$ cat src/rtl/pcm_sample_fifo.sv
module pcm_sample_fifo #(
  parameter int DEPTH = 32,
  parameter int DW    = 24,
  parameter int NW    = 16
) (
  input  logic                       clk,
  input  logic                       rst_n,
  input  logic                       wr_en,
  input  logic [DW-1:0]              wr_data,
  input  logic                       rd_en,
  output logic [DW-1:0]              rd_data,
  input  logic                       wide_sel,
  input  logic                       clr_wr,
  input  logic [1:0]                 clr_key,
  output logic [1:0]                 clr_field,
  input  logic [$clog2(DEPTH)-1:0]   thr_level,
  input  logic                       thr_ie,
  input  logic                       dma_en,
  output logic                       full,
  output logic                       empty,
  output logic [$clog2(DEPTH)-1:0]   level,
  output logic                       overflow,
  output logic                       thr_flag,
  output logic                       thr_irq,
  output logic                       dma_req
);
  localparam int AW = $clog2(DEPTH);
  localparam int CW = AW + 1;
  localparam int XW = DW - NW;

  logic [DW-1:0] mem [DEPTH];
  logic [AW-1:0] wptr, rptr;
  logic [CW-1:0] count;
  logic [1:0]    clr_q;
  logic          ovf_q;

  wire clr_now = (clr_q == 2'b11);
  wire push    = wr_en && !full;
  wire pop     = rd_en && !empty;

  always_ff @(posedge clk or negedge rst_n) begin
    if (!rst_n) begin
      wptr  <= '0;
      rptr  <= '0;
      count <= '0;
      clr_q <= 2'b00;
      ovf_q <= 1'b0;
    end else begin
      clr_q <= clr_wr ? clr_key : 2'b00;
      if (clr_now) begin
        wptr  <= '0;
        rptr  <= '0;
        count <= '0;
        ovf_q <= 1'b0;
      end else begin
        if (push) wptr <= wptr + AW'(1);
        if (pop)  rptr <= rptr + AW'(1);
        count <= count + CW'(push) - CW'(pop);
        if (wr_en && full) ovf_q <= 1'b1;
      end
    end
  end

  always_ff @(posedge clk) begin
    if (push && !clr_now) mem[wptr] <= wr_data;
  end

  wire [DW-1:0] head   = mem[rptr];
  wire [DW-1:0] narrow = {{XW{head[DW-1]}}, head[DW-1 -: NW]};

  assign rd_data   = empty ? '0 : (wide_sel ? head : narrow);
  assign full      = (count == CW'(DEPTH));
  assign empty     = (count == '0);
  assign level     = count[AW-1:0];
  assign overflow  = ovf_q;
  assign clr_field = clr_q;
  assign thr_flag  = (count >= {1'b0, thr_level});
  assign thr_irq   = thr_flag && thr_ie;
  assign dma_req   = !empty && dma_en;

  p_drop_when_full_r3: assert property (@(posedge clk) disable iff (!rst_n)
    (full && wr_en && !rd_en && !clr_now) |=> (full && overflow));

  p_overflow_sticky_r3: assert property (@(posedge clk) disable iff (!rst_n)
    (overflow && !clr_now) |=> overflow);

  p_empty_read_r4: assert property (@(posedge clk) disable iff (!rst_n)
    (empty && rd_en && !wr_en) |=> empty);

  p_keyed_clear_r8: assert property (@(posedge clk) disable iff (!rst_n)
    clr_now |=> (empty && !overflow));

  p_field_autoclear_r9: assert property (@(posedge clk) disable iff (!rst_n)
    (clr_field != 2'b00 && !clr_wr) |=> (clr_field == 2'b00));

  p_full_level_wrap_r2: assert property (@(posedge clk) disable iff (!rst_n)
    full |-> (level == '0 && !empty));

endmodule

$ cat config.mk
export PLATFORM = sky130hd
export DESIGN_NAME = pcm_sample_fifo
export DESIGN_NICKNAME = d
export VERILOG_FILES = /design/src/rtl/pcm_sample_fifo.sv
export SDC_FILE = /design/constraint.sdc
export NUM_CORES = 1
export LEC_CHECK = 0
export ABC_AREA = 1
export CAP_MARGIN = 20
export CORE_ASPECT_RATIO = 1.2
export CORE_MARGIN = 5
export CORE_UTILIZATION = 33
export CTS_CLUSTER_DIAMETER = 200
export CTS_CLUSTER_SIZE = 40
export DETAILED_ROUTE_END_ITERATION = 6
export PLACE_DENSITY_LB_ADDON = 0.2
export SLEW_MARGIN = 5
export SYNTH_ARGS = -nofsm -noshare
export SYNTH_HDL_FRONTEND = slang
export SYNTH_SLANG_ARGS = --single-unit
$ cat constraint.sdc
create_clock -name clk -period 3.5 [get_ports clk]
set_clock_uncertainty 0.15 [all_clocks]
set_input_delay 0.35 -clock clk [delete_from_list [all_inputs] [get_ports clk]]
set_output_delay 0.35 -clock clk [all_outputs]
set_load 0.05 [all_outputs]
; Word level (Yosys, flattened, before mapping)
; Memory sizes are Yosys's and may differ from the RTL's.
; Cells that the tools add are included.
[totals]
regBits = 19
latchBits = 0
mem_bits_rw = 768
rom_bits = 0
output_inout_bits = 37
memories = 1
[memory_table]
columns = memory, words, word_bits, rd, rd_ports_with_merged_regs, write_ports, line_no
row1 = mem, 32, 24, 1, 0, 1, 31  ; logic [DW-1:0] mem [DEPTH];
[op_classes]
addsub = 4
n_mul = 0
div_mod_pow = 0
magnitude_cmp = 1
eq_ne = 2
shifts = 0
muxes = 12
bitwise = 0
n_reduce_logical = 13
[ops]
columns = cell, count
row1 = 2-to-1 mux 24 bit, 1
row2 = 2-to-1 mux 23 bit, 1
row3 = 2-to-1 mux 5 bit, 4
row4 = "adder 5 x 1 -> 5 bit, second input constant", 2
row5 = adder 6 x 1 -> 6 bit, 1
row6 = "== test 6 bit, second input constant", 1
row7 = greater-or-equal comparator 6 x 5 -> 1 bit, 1
row8 = logical AND 1 bit, 6
row9 = zero test 6 bit, 1
row10 = 2-to-1 mux 6 bit, 1
row11 = nonzero test 2 bit, 3
row12 = subtractor 6 x 1 -> 6 bit, 1
row13 = 2-to-1 mux 1 bit, 4
row14 = zero test 1 bit, 3
row15 = "== test 2 bit, second input constant", 1
row16 = 2-to-1 mux 2 bit, 1

; Longest topological paths before layout
; Gate-level depths: netlist of the first run.
[logic_depth]
depth_word = 6
depth_mapped = 15
ltp_nobuf = 15

; Least setup slack after synthesis of the first run
; No wires, ideal clock.
[synth_path]
path_kind = register -> output
startpoint = register count[2]
endpoint = output port rd_data[15]
t_arrival_ns = 2.444
setup_slack_ns = 0.556
stages_incl_launch_ff = 7
path_buffers = 1
path_cell_list = dfrtp_1 > inv_1 > ha_1 > nand4_1 > clkinv_1 > clkbuf_1 > a21oi_1
[synth_between]
elab_chain_len = 2
[synth_rtl]
columns = item, line_no
row1 = start: declaration, 33  ; logic [CW-1:0] count;
row2 = start signal: assignment, 58  ; count <= count + CW'(push) - CW'(pop);
row3 = zero test 6 bit, 73  ; assign empty = (count == '0);
row4 = via empty, 20  ; output logic empty,
row5 = 2-to-1 mux 24 bit, 71  ; assign rd_data = empty ? '0 : (wide_sel ? head : narrow);
row6 = end: declaration, 11  ; output logic [DW-1:0] rd_data,
; The timed path passes the listed nets, and every way through them passes these cells.

; Final worst setup path of the first run
[layout_path]
startpoint = register rptr[1]
endpoint = output port rd_data[5]
[layout_between]
elab_chain_len = 3
[layout_rtl]
columns = item, line_no
row1 = start: declaration, 32  ; logic [AW-1:0] wptr, rptr;
row2 = start signal: assignment, 57  ; if (pop) rptr <= rptr + AW'(1);
row3 = memory (32 x 24 bit), -
row4 = 2-to-1 mux 23 bit, 71
row5 = 2-to-1 mux 24 bit, 71
; Every way passes these cells.

==> reports/metrics.yaml, run 1 <==
min_path:
  hp-class: "input pin to register"
yosys:
  synth_compound_area_share_pct: 3.12
  yosys.area.top_type: "edfxtp_1"
  synth_nets: 3080
  synthMuxAreaShare_pct: 0
  synth_flop_cell: "edfxtp_1"
  synth_top_family_by_area: "simple AND/OR/NAND/NOR gates"
  synth_cell_types: 22
  synth-simple-area-share_pct: 20.2
  synth-edff-count: 768
  syn-cell-area_um2: 33100
  synthCells: 3021
  ys_ff_latch: 787
  seq_area_frac_synth_pct: 71.2
  avgSynthCellArea_um2: 10.9
  ys_top_cells_by_area: "edfxtp_1, nand2_1, nand3_1"
  synth_xor_area_share_pct: 0
  synth_common_cells: "nand2_1, edfxtp_1, nand3_1"
  synth_top_area_share_pct: 69.8
  synth_warnings: 0
  synth.most_common_cell: "nand2_1"
  async_reset_ff_share_pct: 2.41
  synthAdderAreaFrac_pct: 0.780
global_route:
  grt_pass1_wl_mm: 145
  grtUsageTotal_pct: 18.2
  grt-ovfl-total: 0
  grt_max_degree: 81
  antenna_found_initial: 0
  grt_pass1_vias: 20600
timing:
  setup_viol: 0
  grt_setup_unrepaired: "true"
  fin_ws_ns: 0.0953
  fin_crit_ns: 3.40
  slew_headroom_pct: 29.6
  drv_slew: 0
  tightestPinTransition_ns: 1.05
  hold_viol: 0
  finalCritPeriodShare_pct: 97.3
  timing.fmax_ghz: 0.294
routing:
  first_pass_iters: 5
  drc: 0
  antenna_left: 0
  drtIter0Drc: 1996
  wire_per_inst_um: 23.0
  routed_wirelength_mm: 102
  detail_route.vias_per_cell: 4.91
  routed-via-count: 21700
die:
  num_rows: 127
  start_util_pct: 33.2
  io_pins: 76
  die_w_um: 299
  dieArea_um2: 107000
  die_height_um: 357
  core_area_um2: 99600
clock_network:
  cts_max_path_buffers: 3
  h-tree-depth: 1
  cts_sinks: 787
  cts_tree: "done"
  clk_pin_slew_worst_paths_ns: 0.13
  cts_buffers: 23
  clock_latency_ns: 0.66
  ctsRootBufferMaster: "clkbuf_16"
power_and_ir_drop:
  ir_drop_v: 0.00105
  pwr_density_cell_nw_per_um2: 729
  leakagePower_nw: 14.2
setup_path:
  r2r-start: "count[2]"
  cp_data_arrival_time_ns: 2.90
  r2r_cells: 9
  required_ns: 3.00
  crit_path_end: "rd_data[5]"
  setup.worst_path.start: "rptr[1]"
  worstSetupStartpointType: "register"
  cp_max_fo: 30
  r2r_end: "mem[16][13]"
  crit_type: "register to primary output"
  end_kind: "primary output"
  ff2ff_setup_slack_ns: 0.55
placement:
  io_buffer_count: 75
  dpl.hpwl_mm: 56.9
  gp_congestion: 0.771
  post-place-ws_ns: 0.401
  dpl_cell_area_um2: 36600
final_layout:
  drive_gt1_share_pct: 10.2
  final_area_um2: 38300
  nNetsFinal: 3178
  area_growth_pct: 15.8
  fillers: 9592
  n_antenna_cell: 0
status:
  status: "finished clean"
job:
  cap_violations: 0
==> registers in the layout, indices dropped and copies added, names as in the netlist <==
register	count
mem	768
count	6
rptr	5
wptr	5
clr_field	2
overflow	1
==> report_power, final <==
group	switching [mW]	leakage, nW	internal (mW)
combinational	8.47	6.73	4.34
clock	2.75	0.305	1.25
sequential	0.215	7.15	10.9
total	11.4	14.2	16.4
==> metal layers <==
| metal | global-route usage [%] | vias to the layer above | share of wire [%] |
|---|---|---|---|
| li1 | - | 10300 | - |
| met5 | 0 | - | 0 |
| met1 | 24.3 | 10800 | 43 |
| met3 | 1.36 | 81 | 3.9 |
| met4 | 3.88 | 0 | 2.4 |
| met2 | 32.8 | 459 | 51 |
==> critical path, cell delays in order (launching register included) <==
cell,delay [ns]
dfrtp_4,0.61
buf_4,0.22
inv_8,0.23
nand3_1,0.12
nand3_1,0.09
nand2_1,0.05
nor2_1,0.21
nand2_1,0.12
nand2_1,0.12
nand2_1,0.06
nand2_1,0.19
nor2_4,0.08
buf_12,0.16
==> worst min path at each step <==
| stage | startpoint | end | cells past startpoint |
|---|---|---|---|
| 3_5_place_dp | overflow | overflow | 2 |
| 3_3_place_gp | overflow | overflow | 2 |
| 6_report | clr_key[0] | clr_field[0] | 3 |
| 2_1_floorplan | rst_n | clr_field[0] | 0 |
| 4_1_cts | clr_key[0] | clr_field[0] | 3 |
| 5_1_grt | clr_key[0] | clr_field[0] | 3 |
==> timing repair <==
action,4_1_cts,5_1_grt
pin swaps,8,13
cloned,5,10
setup buffers,11,4
endpoints found under the hold margin,0,6
gates resized for setup,60,62
setup endpoints to repair,23,23
hold buffers,0,1
==> kinds of logic (layout without fill, tap and decap cells) <==
group | Yosys count | count (layout)
compound gates | 205 | 205
fa+ha+maj | 20 | 20
buf+inv | 365 | 472
flops | 787 | 787
simple gates | 1644 | 1644
==> cell usage in the layout, fill, tap and decap left out, types with 3 or more instances in the layout <==
master           netlist  final
edfxtp_1             768    768
buf_12                 0     59
nand2_1              891    873
buf_6                  0      5
nor3_1                 3      3
nand2_2                0     16
nand3_1              387    377
nor2_1               360    321
inv_8                  0      3
a21oi_2                0      9
nand3_2                1      7
inv_1                192    189
nor2_2                 0      3
buf_8                  0      7
clkbuf_1              40      9
buf_4                 19    100
clkdlybuf4s50_1        0     48
o21ai_1                5      5
a21oi_1               81     57
nor2_4                 0     36
buf_16                 0      9
dfrtp_1               19     16
a21oi_4                0     15
ha_1                  19     19
clkbuf_16              0     30
o21ai_0              117    117
nand3_4                0      4
==> metrics by stage <==
stage	hold slack, ns	utilization, %	std cells	TNS (ns)	power [mW]
6_report	0.0677	38.4	4418	0	27.9
5_1_grt	0.0590	38.4	4418	-0.252	29.3
4_1_cts	0.0217	37.8	4399	-0.0421	27.5
3_5_place_dp	0.371	36.7	4349	0	23.0
3_3_place_gp	0.370	36.7	4349	0	23.0
2_1_floorplan	-0.0956	-	3021	0	17.8
==> layout make-up <==
cell class | count | area [um^2] | share of cell area [%]
sequential | 787 | 23500 | 61.5
timing repair inverter | 5 | 58.8 | 0.154
inverter | 196 | 793 | 2.07
timing repair buffer | 237 | 3040 | 7.94
clock buffer | 32 | 609 | 1.59
clock inverter | 2 | 25.0 | 0.0654
tap | 1290 | 1610 | 4.22
multi-input combinational | 1869 | 8570 | 22.4
Power figures use the tool's default switching activity.
==> run 2, diff against run 1 <==
--- a/config.mk
+++ b/config.mk
@@ -8,7 +8,7 @@
 export ABC_AREA = 1
 export CAP_MARGIN = 20
 export CORE_ASPECT_RATIO = 1.2
-export CORE_MARGIN = 5
+export CORE_MARGIN = 3
 export CORE_UTILIZATION = 33
 export CTS_CLUSTER_DIAMETER = 200
 export CTS_CLUSTER_SIZE = 40
==> run 2 against run 1 <==
Compared with the run above:
- sequential power is essentially flat
- register-to-register slack lost 0.11 ns
- count of clock-buffer cells in the layout shrank 1
- die area shrank 2.4%
- design area shrank 0.11%
- routed wire length shrank 1.8%
- combinational power is essentially flat
- critical path depth shrank 1
==> reports/metrics.yaml, run 2 (synthesis results as in run 1) <==
final_layout:
  largest-register: "mem"
  utilization_pct: 38.7
  drive_gt1_share_pct: 10.2
  nNetsFinal: 3170
  final_area_um2: 38200
  reg_top3: "mem: 768 flops, count: 6 flops"
  area_growth_pct: 15.6
  final_common_cell: "nand2_1"
  n_antenna_cell: 0
  largest_register_ffs: 768
  final_cell_mix: "nand2_1, edfxtp_1, nand3_1"
global_route:
  grt_max_degree: 85
  gr-usage-met3_pct: 1.39
  grt_pass1_wl_mm: 144
  grt-ovfl-total: 0
  antenna_found_initial: 0
  grt_pass1_vias: 20700
  grt_util_met1_pct: 24.9
  grt-busiest-layer: "met2"
  use_met2_pct: 32.5
  grtUsageTotal_pct: 18.6
die:
  num_rows: 126
  die_w_um: 295
  die_height_um: 353
  core_area_um2: 98800
  start_util_pct: 33.4
  io_pins: 76
  dieArea_um2: 104000
job:
  cap_violations: 0
routing:
  detail_route.vias_per_cell: 4.97
  wire_per_inst_um: 22.7
  antenna_left: 0
  first_pass_iters: 5
  drtIter0Drc: 1855
  routed_wirelength_mm: 99.8
  routed-via-count: 21900
  drc: 0
setup_path:
  end_kind: "primary output"
  slowest_delay_ns: 0.57
  ff2ff_setup_slack_ns: 0.44
  required_ns: 3.00
  slowest_stage: "dfrtp_4"
  r2r-start: "count[3]"
  worstSetupStartpointType: "register"
  cp_max_fo: 84
  crit_type: "register to primary output"
  crit_chain: "buf_12, nand3_1, nand3_1, nand2_1, nor2_1, nand2_1, nand2_1, nand2_1, nand2_1, nor2_4, buf_12"
  cpMostUsedCell: "nand2_1"
  r2r_cells: 15
  r2r_end: "count[4]"
  cp_data_arrival_time_ns: 2.95
clock_network:
  h-tree-depth: 1
  cts_buffers: 23
  ctsRootBufferMaster: "clkbuf_16"
  clk_pin_slew_worst_paths_ns: 0.15
  cts_hold_buf: 0
  clock_latency_ns: 0.62
  cts_max_path_buffers: 3
  cts_tree: "done"
  cts_sinks: 787
timing:
  drv_slew: 0
  slew_headroom_pct: 32.1
  holdWs_ns: 0.0494
  setup_viol: 0
  finalCritPeriodShare_pct: 98.6
  tightestPinTransition_ns: 1.02
  timing.fmax_ghz: 0.290
  hold_viol: 0
  grt_setup_unrepaired: "true"
  fin_crit_ns: 3.45
power_and_ir_drop:
  totalPowerFinal_mw: 27.8
  pwr_density_cell_nw_per_um2: 727
  ir_drop_v: 0.000947
  leakagePower_nw: 14.2
min_path:
  hp-class: "input pin to asynchronous set/reset pin"
placement:
  io_buffer_count: 75
  gp_congestion: 0.797
  dpl_cell_area_um2: 36400
  dpl.hpwl_mm: 55.5
status:
  status: "finished clean"
## run 2: cell types whose count changed in the layout (fill, tap and decap cells not counted), moves of 4 or more
cell	previous run	this run
buf_6	5	9
nand2_2	16	26
buf_12	59	55
buf_16	9	15
nand2_1	873	864
buf_4	100	92
## run 2: worst max-delay path: cells and delay by family (launching register included)
family                 cells  cell delay [ns]
and+or+nand+nor            9             1.07
DFF                        1             0.57
buffers and inverters      2             0.53
## run 2: where the power goes
part	switching (mW)	internal (mW)
registers	0.216	10.9
logic	8.39	4.38
clock network	2.71	1.24
total	11.3	16.5
## run 2: final cells by class
cell class	count	area [um^2]
fill	9406	60600
sequential	787	23500
multi-input combinational	1869	8590
timing repair buffer	231	3040
tap	1280	1600
inverter	196	781
clock buffer	31	606
timing repair inverter	3	36.3
clock inverter	1	16.3
## run 2: repair_timing
item / CTS / global route
endpoints found under the setup margin: 24 / 24
pin swaps: 6 / 15
gates resized for setup: 82 / 62
setup buffers: 9 / 5
gates cloned: 6 / 8
## run 2: routing by layer
metal | vias to the layer above | routed length, um
li1 | 10300 | -
met1 | 10900 | 42300
met2 | 499 | 50300
met3 | 104 | 4150
met4 | 0 | 3010
met5 | - | 0
## run 2: worst max-delay path by stage
| stage | from | cells after the start | endpoint |
|---|---|---|---|
| 5_1_grt | rptr[1] | 10 | rd_data[21] |
| 3_5_place_dp | rptr[0] | 12 | rd_data[9] |
| 2_1_floorplan | count[2] | 6 | rd_data[15] |
| 3_3_place_gp | rptr[0] | 13 | rd_data[3] |
| 6_report | rptr[1] | 11 | rd_data[6] |
| 4_1_cts | rptr[1] | 11 | rd_data[4] |
## run 2: per-stage QoR
step	setup WS, ns	instances	setup TNS (ns)
global route	-0.0609	4398	-0.524
global placement	0.333	4332	0
CTS	-0.0451	4379	-0.0896
detailed placement	0.317	4332	0
finish	0.0506	4398	0
floorplan	0.556	3021	0
